### src/rtl/sar_ctrl_pkg.sv
package sar_ctrl_pkg;

  typedef enum logic [2:0] {
    ST_IDLE      = 3'd0,
    ST_CNV_HI    = 3'd1,
    ST_CONV_WAIT = 3'd2,
    ST_SHIFT     = 3'd3,
    ST_DONE      = 3'd4
  } sar_state_t;

  function automatic bit cnv_level(input sar_state_t st);
    return (st == ST_CNV_HI) || (st == ST_CONV_WAIT);
  endfunction

endpackage

### src/rtl/sar_interval_cnt.sv
module sar_interval_cnt #(
  parameter int W = 8
) (
  input  logic         clk,
  input  logic         rst_n,
  input  logic         load,
  input  logic [W-1:0] load_val,
  output logic         zero_o
);

  logic [W-1:0] cnt_q;
  logic [W-1:0] cnt_d;
  logic         cnt_en;

  always_comb begin
    cnt_en = load || (cnt_q != '0);
    cnt_d  = load ? load_val : (cnt_q - 1'b1);
  end

  always_ff @(posedge clk or negedge rst_n) begin
    if (!rst_n) begin
      cnt_q <= '0;
    end else if (cnt_en) begin
      cnt_q <= cnt_d;
    end
  end

  assign zero_o = (cnt_q == '0);

endmodule

### src/rtl/sar_sck_gen.sv
module sar_sck_gen #(
  parameter int SCK_HALF = 2,
  parameter int BITS     = 16
) (
  input  logic clk,
  input  logic rst_n,
  input  logic run,
  output logic sck_o,
  output logic sample_stb,
  output logic last_fall
);

  localparam int PW = (2 * SCK_HALF > 2) ? $clog2(2 * SCK_HALF) : 1;
  localparam int BW = (BITS > 2) ? $clog2(BITS) : 1;
  localparam logic [PW-1:0] PH_RISE = PW'(SCK_HALF - 1);
  localparam logic [PW-1:0] PH_HIGH = PW'(SCK_HALF);
  localparam logic [PW-1:0] PH_LAST = PW'(2 * SCK_HALF - 1);
  localparam logic [BW-1:0] BIT_LAST = BW'(BITS - 1);

  logic [PW-1:0] ph_q, ph_d;
  logic [BW-1:0] bit_q, bit_d;
  logic          sck_q, sck_d;
  logic          wrap;

  always_comb begin
    wrap  = (ph_q == PH_LAST);
    ph_d  = '0;
    bit_d = '0;
    sck_d = 1'b0;
    if (run) begin
      ph_d  = wrap ? '0 : (ph_q + 1'b1);
      bit_d = wrap ? (bit_q + 1'b1) : bit_q;
      sck_d = (ph_d >= PH_HIGH);
    end
  end

  always_ff @(posedge clk or negedge rst_n) begin
    if (!rst_n) begin
      ph_q  <= '0;
      bit_q <= '0;
      sck_q <= 1'b0;
    end else begin
      ph_q  <= ph_d;
      bit_q <= bit_d;
      sck_q <= sck_d;
    end
  end

  assign sck_o      = sck_q;
  assign sample_stb = run && (ph_q == PH_RISE);
  assign last_fall  = run && wrap && (bit_q == BIT_LAST);

endmodule

### src/rtl/sar_shift_rx.sv
module sar_shift_rx #(
  parameter int W = 16
) (
  input  logic         clk,
  input  logic         rst_n,
  input  logic         shift_en,
  input  logic         bit_in,
  output logic [W-1:0] data_o
);

  logic [W-1:0] sr_q;

  always_ff @(posedge clk or negedge rst_n) begin
    if (!rst_n) begin
      sr_q <= '0;
    end else if (shift_en) begin
      sr_q <= {sr_q[W-2:0], bit_in};
    end
  end

  assign data_o = sr_q;

endmodule

### src/rtl/sar_readout_ctrl.sv
module sar_readout_ctrl #(
  parameter int SAMPLE_BITS = 16,
  parameter int CHAIN_N     = 1,
  parameter int SCK_HALF    = 2,
  parameter int CNVH_CYC    = 2,
  parameter int CONV_CYC    = 160,
  parameter int CYCLE_CYC   = 200
) (
  input  logic                           clk,
  input  logic                           rst_n,
  input  logic                           start_req,
  input  logic                           sdo_i,
  output logic                           cnv_o,
  output logic                           sck_o,
  output logic [CHAIN_N*SAMPLE_BITS-1:0] data_o,
  output logic                           data_valid_o
);
  import sar_ctrl_pkg::*;

  localparam int TOTAL_BITS = CHAIN_N * SAMPLE_BITS;
  localparam int WAIT_CYC   = CONV_CYC - CNVH_CYC;
  localparam int TW         = $clog2(CONV_CYC + 1);
  localparam int CW         = $clog2(CYCLE_CYC + 1);
  localparam logic [TW-1:0] HI_LOAD   = TW'(CNVH_CYC - 1);
  localparam logic [TW-1:0] WAIT_LOAD = TW'(WAIT_CYC - 1);
  localparam logic [CW-1:0] CYC_LOAD  = CW'(CYCLE_CYC - 1);

  // reset: asynchronous assertion, synchronous release
  logic rst_meta_q, rst_sync_n;
  always_ff @(posedge clk or negedge rst_n) begin
    if (!rst_n) begin
      rst_meta_q <= 1'b0;
      rst_sync_n <= 1'b0;
    end else begin
      rst_meta_q <= 1'b1;
      rst_sync_n <= rst_meta_q;
    end
  end

  sar_state_t state_q, state_d;
  logic       pend_q, pend_d;
  logic       cnv_q, cnv_d;
  logic       launch;
  logic       st_load;
  logic [TW-1:0] st_val;
  logic       st_zero;
  logic       cyc_ready;
  logic       run_shift;
  logic       sample_stb;
  logic       last_fall;

  // state duration timer (start pulse, conversion wait)
  sar_interval_cnt #(.W(TW)) u_state_tmr (
    .clk      (clk),
    .rst_n    (rst_sync_n),
    .load     (st_load),
    .load_val (st_val),
    .zero_o   (st_zero)
  );

  // spacing timer between conversion starts
  sar_interval_cnt #(.W(CW)) u_cycle_tmr (
    .clk      (clk),
    .rst_n    (rst_sync_n),
    .load     (launch),
    .load_val (CYC_LOAD),
    .zero_o   (cyc_ready)
  );

  assign run_shift = (state_q == ST_SHIFT);

  sar_sck_gen #(.SCK_HALF(SCK_HALF), .BITS(TOTAL_BITS)) u_sck (
    .clk        (clk),
    .rst_n      (rst_sync_n),
    .run        (run_shift),
    .sck_o      (sck_o),
    .sample_stb (sample_stb),
    .last_fall  (last_fall)
  );

  sar_shift_rx #(.W(TOTAL_BITS)) u_rx (
    .clk      (clk),
    .rst_n    (rst_sync_n),
    .shift_en (sample_stb),
    .bit_in   (sdo_i),
    .data_o   (data_o)
  );

  // next-state logic
  always_comb begin
    state_d = state_q;
    st_load = 1'b0;
    st_val  = HI_LOAD;
    launch  = 1'b0;
    unique case (state_q)
      ST_IDLE: begin
        if ((pend_q || start_req) && cyc_ready) begin
          launch  = 1'b1;
          st_load = 1'b1;
          st_val  = HI_LOAD;
          state_d = ST_CNV_HI;
        end
      end
      ST_CNV_HI: begin
        if (st_zero) begin
          st_load = 1'b1;
          st_val  = WAIT_LOAD;
          state_d = ST_CONV_WAIT;
        end
      end
      ST_CONV_WAIT: begin
        if (st_zero) state_d = ST_SHIFT;
      end
      ST_SHIFT: begin
        if (last_fall) state_d = ST_DONE;
      end
      ST_DONE:  state_d = ST_IDLE;
      default:  state_d = ST_IDLE;
    endcase
    pend_d = (pend_q || start_req) && !launch;
    cnv_d  = cnv_level(state_d);
  end

  // registers
  always_ff @(posedge clk or negedge rst_sync_n) begin
    if (!rst_sync_n) begin
      state_q <= ST_IDLE;
      pend_q  <= 1'b0;
      cnv_q   <= 1'b0;
    end else begin
      state_q <= state_d;
      pend_q  <= pend_d;
      cnv_q   <= cnv_d;
    end
  end

  assign cnv_o        = cnv_q;
  assign data_valid_o = (state_q == ST_DONE);

endmodule

### config.mk
export PLATFORM = sky130hd
export DESIGN_NAME = sar_readout_ctrl
export DESIGN_NICKNAME = d
export VERILOG_FILES = /design/src/rtl/sar_ctrl_pkg.sv /design/src/rtl/sar_interval_cnt.sv /design/src/rtl/sar_sck_gen.sv /design/src/rtl/sar_shift_rx.sv /design/src/rtl/sar_readout_ctrl.sv
export SDC_FILE = /design/constraint.sdc
export NUM_CORES = 1
export LEC_CHECK = 0
export CAP_MARGIN = 10
export CORE_ASPECT_RATIO = 2
export CORE_MARGIN = 4
export CORE_UTILIZATION = 23
export CTS_CLUSTER_DIAMETER = 150
export CTS_CLUSTER_SIZE = 30
export DETAILED_ROUTE_END_ITERATION = 12
export PLACE_DENSITY_LB_ADDON = 0.08
export SYNTH_ARGS = -nofsm -noshare
export SYNTH_HDL_FRONTEND = slang
export SYNTH_SLANG_ARGS = --single-unit
### constraint.sdc
create_clock -name clk -period 3.72 [get_ports clk]
set_input_delay 0.744 -clock clk [delete_from_list [all_inputs] [get_ports clk]]
set_output_delay 0.744 -clock clk [all_outputs]
set_load 0.02 [all_outputs]
==> results_tabular.tex <==
\begin{tabular}{lr}
\hline
Metric & Value \\
\hline
\multicolumn{2}{l}{\textbf{Global route}} \\
\quad Largest net degree at the start of global routing & 44 \\
\quad Number of antenna violations at the first check in global routing & 0 \\
\quad Global-route wire length before repair & 7510 um \\
\quad Via count of the first global-routing pass & 1497 \\
\quad Total gr overflow & 0 \\
\quad Global router's overall resource usage & 9.38\% \\
\multicolumn{2}{l}{\textbf{Floorplanning}} \\
\quad Horizontal die dimension & $\sim$75 um \\
\quad I/O pin cnt & 23 \\
\quad Vertical die dimension & approximately 140 um \\
\quad Starting Density & 23.7\% \\
\quad FP Rows & 48 \\
\quad Overall die area & 10600 um\^{}2 \\
\quad Floorplan core area & 8650 um\^{}2 \\
\multicolumn{2}{l}{\textbf{Clock tree}} \\
\quad Resize count post-CTS & 0 \\
\quad Clock edge transition at the registers on the reported setup and hold paths & 0.06 ns \\
\quad Number of sinks driven by the clock tree & between 40 and 50 \\
\quad Buffer type at the clock tree root & sky130\_fd\_sc\_hd\_\_clkbuf\_16 \\
\quad Number of buffers inserted for hold repair after clock tree synthesis & 0 \\
\quad Clock tree from TritonCTS & yes \\
\quad Clk\_lat worst skew & 0.28 ns \\
\quad Buffers inserted during post-CTS setup optimization & 0 \\
\quad Number of levels in the clock H-tree & 2 \\
\quad Number of clock buffers inserted by TritonCTS & 5 \\
\quad Max Buffers Root-to-Sink & 2 \\
\multicolumn{2}{l}{\textbf{Detailed routing}} \\
\quad Number of remaining DRC errors & 0 \\
\quad Total wire length & 4310 um \\
\quad Routed Antenna Nets & 0 \\
\quad Via-per-instance ratio & 4.51 \\
\quad Routed wirelength normalized by instance count & roughly 14 um \\
\quad Count of routing violations after the opening detailed-route iteration & 43 \\
\quad Number of detailed-routing iterations run before antenna repair & 2 \\
\quad Number of vias in the routed layout & 1354 \\
\multicolumn{2}{l}{\textbf{Pwr}} \\
\quad Pwr dens & 648 nW/um\^{}2 \\
\quad Maximum VDD drop & 234 uV \\
\quad Leakage & 1.11 nW \\
\multicolumn{2}{l}{\textbf{Placement}} \\
\quad Number of placed cells counting well taps & 292 \\
\quad HPWL after detailed placement & 3230 um \\
\quad Placer's final routability congestion estimate & between 0.6 and 0.7 \\
\quad Cell Area, Placed & 2380 um\^{}2 \\
\quad Number of port buffers & 22 \\
\multicolumn{2}{l}{\textbf{STA}} \\
\quad Unrepaired setup endpoints after global routing & false \\
\quad Final count of pins violating max slew & 0 \\
\quad Fmax & 425 MHz \\
\quad Setup TNS & 0 ns \\
\quad Post-route clock skew & around 0.0030 ns \\
\quad Final setup fails & 0 \\
\quad Headroom to the max-slew limit & 55.3\% \\
\quad Worst slack on hold paths & 0.318 ns \\
\quad Fraction of the cycle the final worst path needs & 63.2\% \\
\quad Worst-Margin Slew & roughly 0.67 ns \\
\quad Post-layout min period & 2.35 ns \\
\quad Final number of hold-violating endpoints & 0 \\
\multicolumn{2}{l}{\textbf{Run}} \\
\quad Max Cap Viol & 0 \\
\multicolumn{2}{l}{\textbf{Yosys}} \\
\quad Syn\_area\_per\_cell & between 10 and 15 um\^{}2 \\
\quad Count of flip-flops with a built-in enable after synthesis & 0 \\
\quad Flip-flop and latch count after synthesis & 45 \\
\quad Number of standard cells after synthesis & 173 \\
\quad Top-area cell type share of the netlist area & 55.0\% \\
\quad Most used flip-flop cell after synthesis & sky130\_fd\_sc\_hd\_\_dfrtp\_1 \\
\quad Post-synthesis sequential area ratio & 55.0\% \\
\quad Largest area contributor in the netlist & sky130\_fd\_sc\_hd\_\_dfrtp\_1 \\
\quad Syn Nets & 184 \\
\quad Distinct cells, synth & 39 \\
\quad Fraction of registers with async set or reset after synthesis & 100\% \\
\quad Cell area after synthesis & around 2000 um\^{}2 \\
\quad Number of synthesis warnings & 0 \\
\quad Largest cells by area after synthesis & sky130\_fd\_sc\_hd\_\_dfrtp\_1 55\%, sky130\_fd\_sc\_hd\_\_mux2\_2 8.8\%, sky130\_fd\_sc\_hd\_\_ha\_1 4.3\% \\
\multicolumn{2}{l}{\textbf{Worst setup path}} \\
\quad Classification of the worst setup path & flop to primary output \\
\quad Largest incremental delay on the critical path & 0.64 ns \\
\quad Dominant delay contributor by cell family on the critical path & buffers and inverters \\
\quad Worst R2R End & u\_state\_tmr.cnt\_q[4] \\
\quad Worst EP required & 2.98 ns \\
\quad Cell chain of the critical path & nor3b\_1, clkdlybuf4s50\_1 \\
\quad Launch point of the worst reg-to-reg path & u\_cycle\_tmr.cnt\_q[0] \\
\quad Largest driver fanout on the critical path & 9 \\
\quad Slowest cell on the critical path & sky130\_fd\_sc\_hd\_\_clkdlybuf4s50\_1 \\
\quad Register-to-Register Path Depth & 6 \\
\quad Data arrival time of the critical path & approximately 1.6 ns \\
\quad Crit path buffers/inverters & 1 \\
\quad Worst R2R Setup Slack & 1.75 ns \\
\quad Startpoint of the most critical setup path & state\_q[1] \\
\quad Capturing element type of the critical path & primary output \\
\quad Startpoint class of the critical path & flop \\
\multicolumn{2}{l}{\textbf{Final layout}} \\
\quad Sequential standard cell area & about 1100 um\^{}2 \\
\quad Final std cells w/o fill & 300 \\
\quad Antenna cells & 0 \\
\quad Top library cells by usage in the layout, fill and taps aside & 45 x sky130\_fd\_sc\_hd\_\_dfrtp\_1, 22 x sky130\_fd\_sc\_hd\_\_clkdlybuf4s50\_1, 16 x sky130\_fd\_sc\_hd\_\_mux2\_2 \\
\quad Number of nets in the layout & 210 \\
\quad Post-synthesis to final-layout area growth & 24.5\% \\
\quad Multi-input combinational cell area & approximately 870 um\^{}2 \\
\quad Most common cell after layout, fill and taps aside & sky130\_fd\_sc\_hd\_\_dfrtp\_1 \\
\quad Ratio of cells with drive above 1 in the final layout & 16.5\% \\
\quad Design Area, Final & 2550 um\^{}2 \\
\quad Fillers & 893 \\
\multicolumn{2}{l}{\textbf{Hold path}} \\
\quad Path category of the worst min-delay check & flop to asynchronous set/reset pin \\
\multicolumn{2}{l}{\textbf{Run status}} \\
\quad Result of the run & finished, final reports clean \\
\hline
\end{tabular}
-- metal layers --
layer / part of all wire, % / track usage [%]
met5: 0 / 0
met1: 37 / 10.0
met2: 56 / 16.6
met4: 1.8 / 3.94
met3: 4.7 / 2.77
-- how the worst max path moves through the flow --
stage,end,slack [ns],depth (start not counted)
3_5_place_dp,u_state_tmr.cnt_q[4],1.36,5
6_report,data_valid_o,1.37,2
3_3_place_gp,u_state_tmr.cnt_q[4],1.41,5
2_1_floorplan,data_valid_o,1.96,2
4_1_cts,data_valid_o,1.34,2
5_1_grt,data_valid_o,1.30,2
-- final cells by class --
class,count,share of cell area (%)
timing repair buffer,23,8.94
clock inverter,2,1.52
clock buffer,6,5.06
sequential,45,44.2
tap,100,4.91
multi-input combinational,117,34.3
inverter,7,1.03
-- metrics by stage --
stage | power [mW] | setup WS [ns] | util, %
2_1_floorplan | 1.05 | 1.96 | -
3_3_place_gp | 1.16 | 1.41 | 27.5
3_5_place_dp | 1.17 | 1.36 | 27.5
4_1_cts | 1.69 | 1.34 | 29.4
5_1_grt | 1.78 | 1.30 | 29.4
6_report | 1.65 | 1.37 | 29.4
-- where the power goes --
part	switching (mW)	internal, mW
logic	0.231	0.198
clock network	0.180	0.318
registers	0.126	0.596
-- worst register-to-register path, delay by kind of cell (launching register included) --
kind | cells | cell delay (ns)
AND/OR/NAND/NOR | 3 | 1.04
AO/OA/AOI/OAI | 1 | 0.12
adder cells (fa/ha/maj) | 1 | 0.16
flip-flops | 1 | 0.42
buffers and inverters | 1 | 0.10
-- registers in the layout, summed over array words and instances, names as in the netlist --
| signal | flops |
|---|---|
| cnv_o | 1 |
| pend_q | 1 |
| rst_meta_q | 1 |
| rst_sync_n | 1 |
| state_q | 3 |
| u_cycle_tmr.cnt_q | 8 |
| u_rx.data_o | 16 |
| u_sck.bit_q | 4 |
| u_sck.ph_q | 2 |
| u_state_tmr.cnt_q | 8 |
-- logic make-up (layout without fill, tap and decap cells) --
| logic type | after synthesis | count (layout) | share of synthesized area (%) |
|---|---|---|---|
| flops | 45 | 45 | 55.0 |
| compound gates | 29 | 29 | 9.05 |
| fa+ha+maj | 7 | 7 | 4.28 |
| mux | 18 | 18 | 9.79 |
| xor+xnor | 7 | 7 | 3.00 |
| buf+inv | 11 | 38 | 2.26 |
| simple gates | 55 | 55 | 16.4 |
| other cells | 1 | 1 | 0.183 |
-- cell usage after synthesis, types with 4 or more instances --
cell,instances
sky130_fd_sc_hd__o21ai_0,7
sky130_fd_sc_hd__or3_1,4
sky130_fd_sc_hd__ha_1,7
sky130_fd_sc_hd__nor2_1,15
sky130_fd_sc_hd__dfrtp_1,45
sky130_fd_sc_hd__mux2_2,16
sky130_fd_sc_hd__inv_1,7
sky130_fd_sc_hd__buf_2,4
sky130_fd_sc_hd__a21oi_1,6
sky130_fd_sc_hd__nor3b_1,4
sky130_fd_sc_hd__xnor2_1,4
sky130_fd_sc_hd__nand2_1,5
sky130_fd_sc_hd__nor2b_1,4
sky130_fd_sc_hd__nand3_1,4
sky130_fd_sc_hd__nor3_1,4
Power figures use the tool's default switching activity.
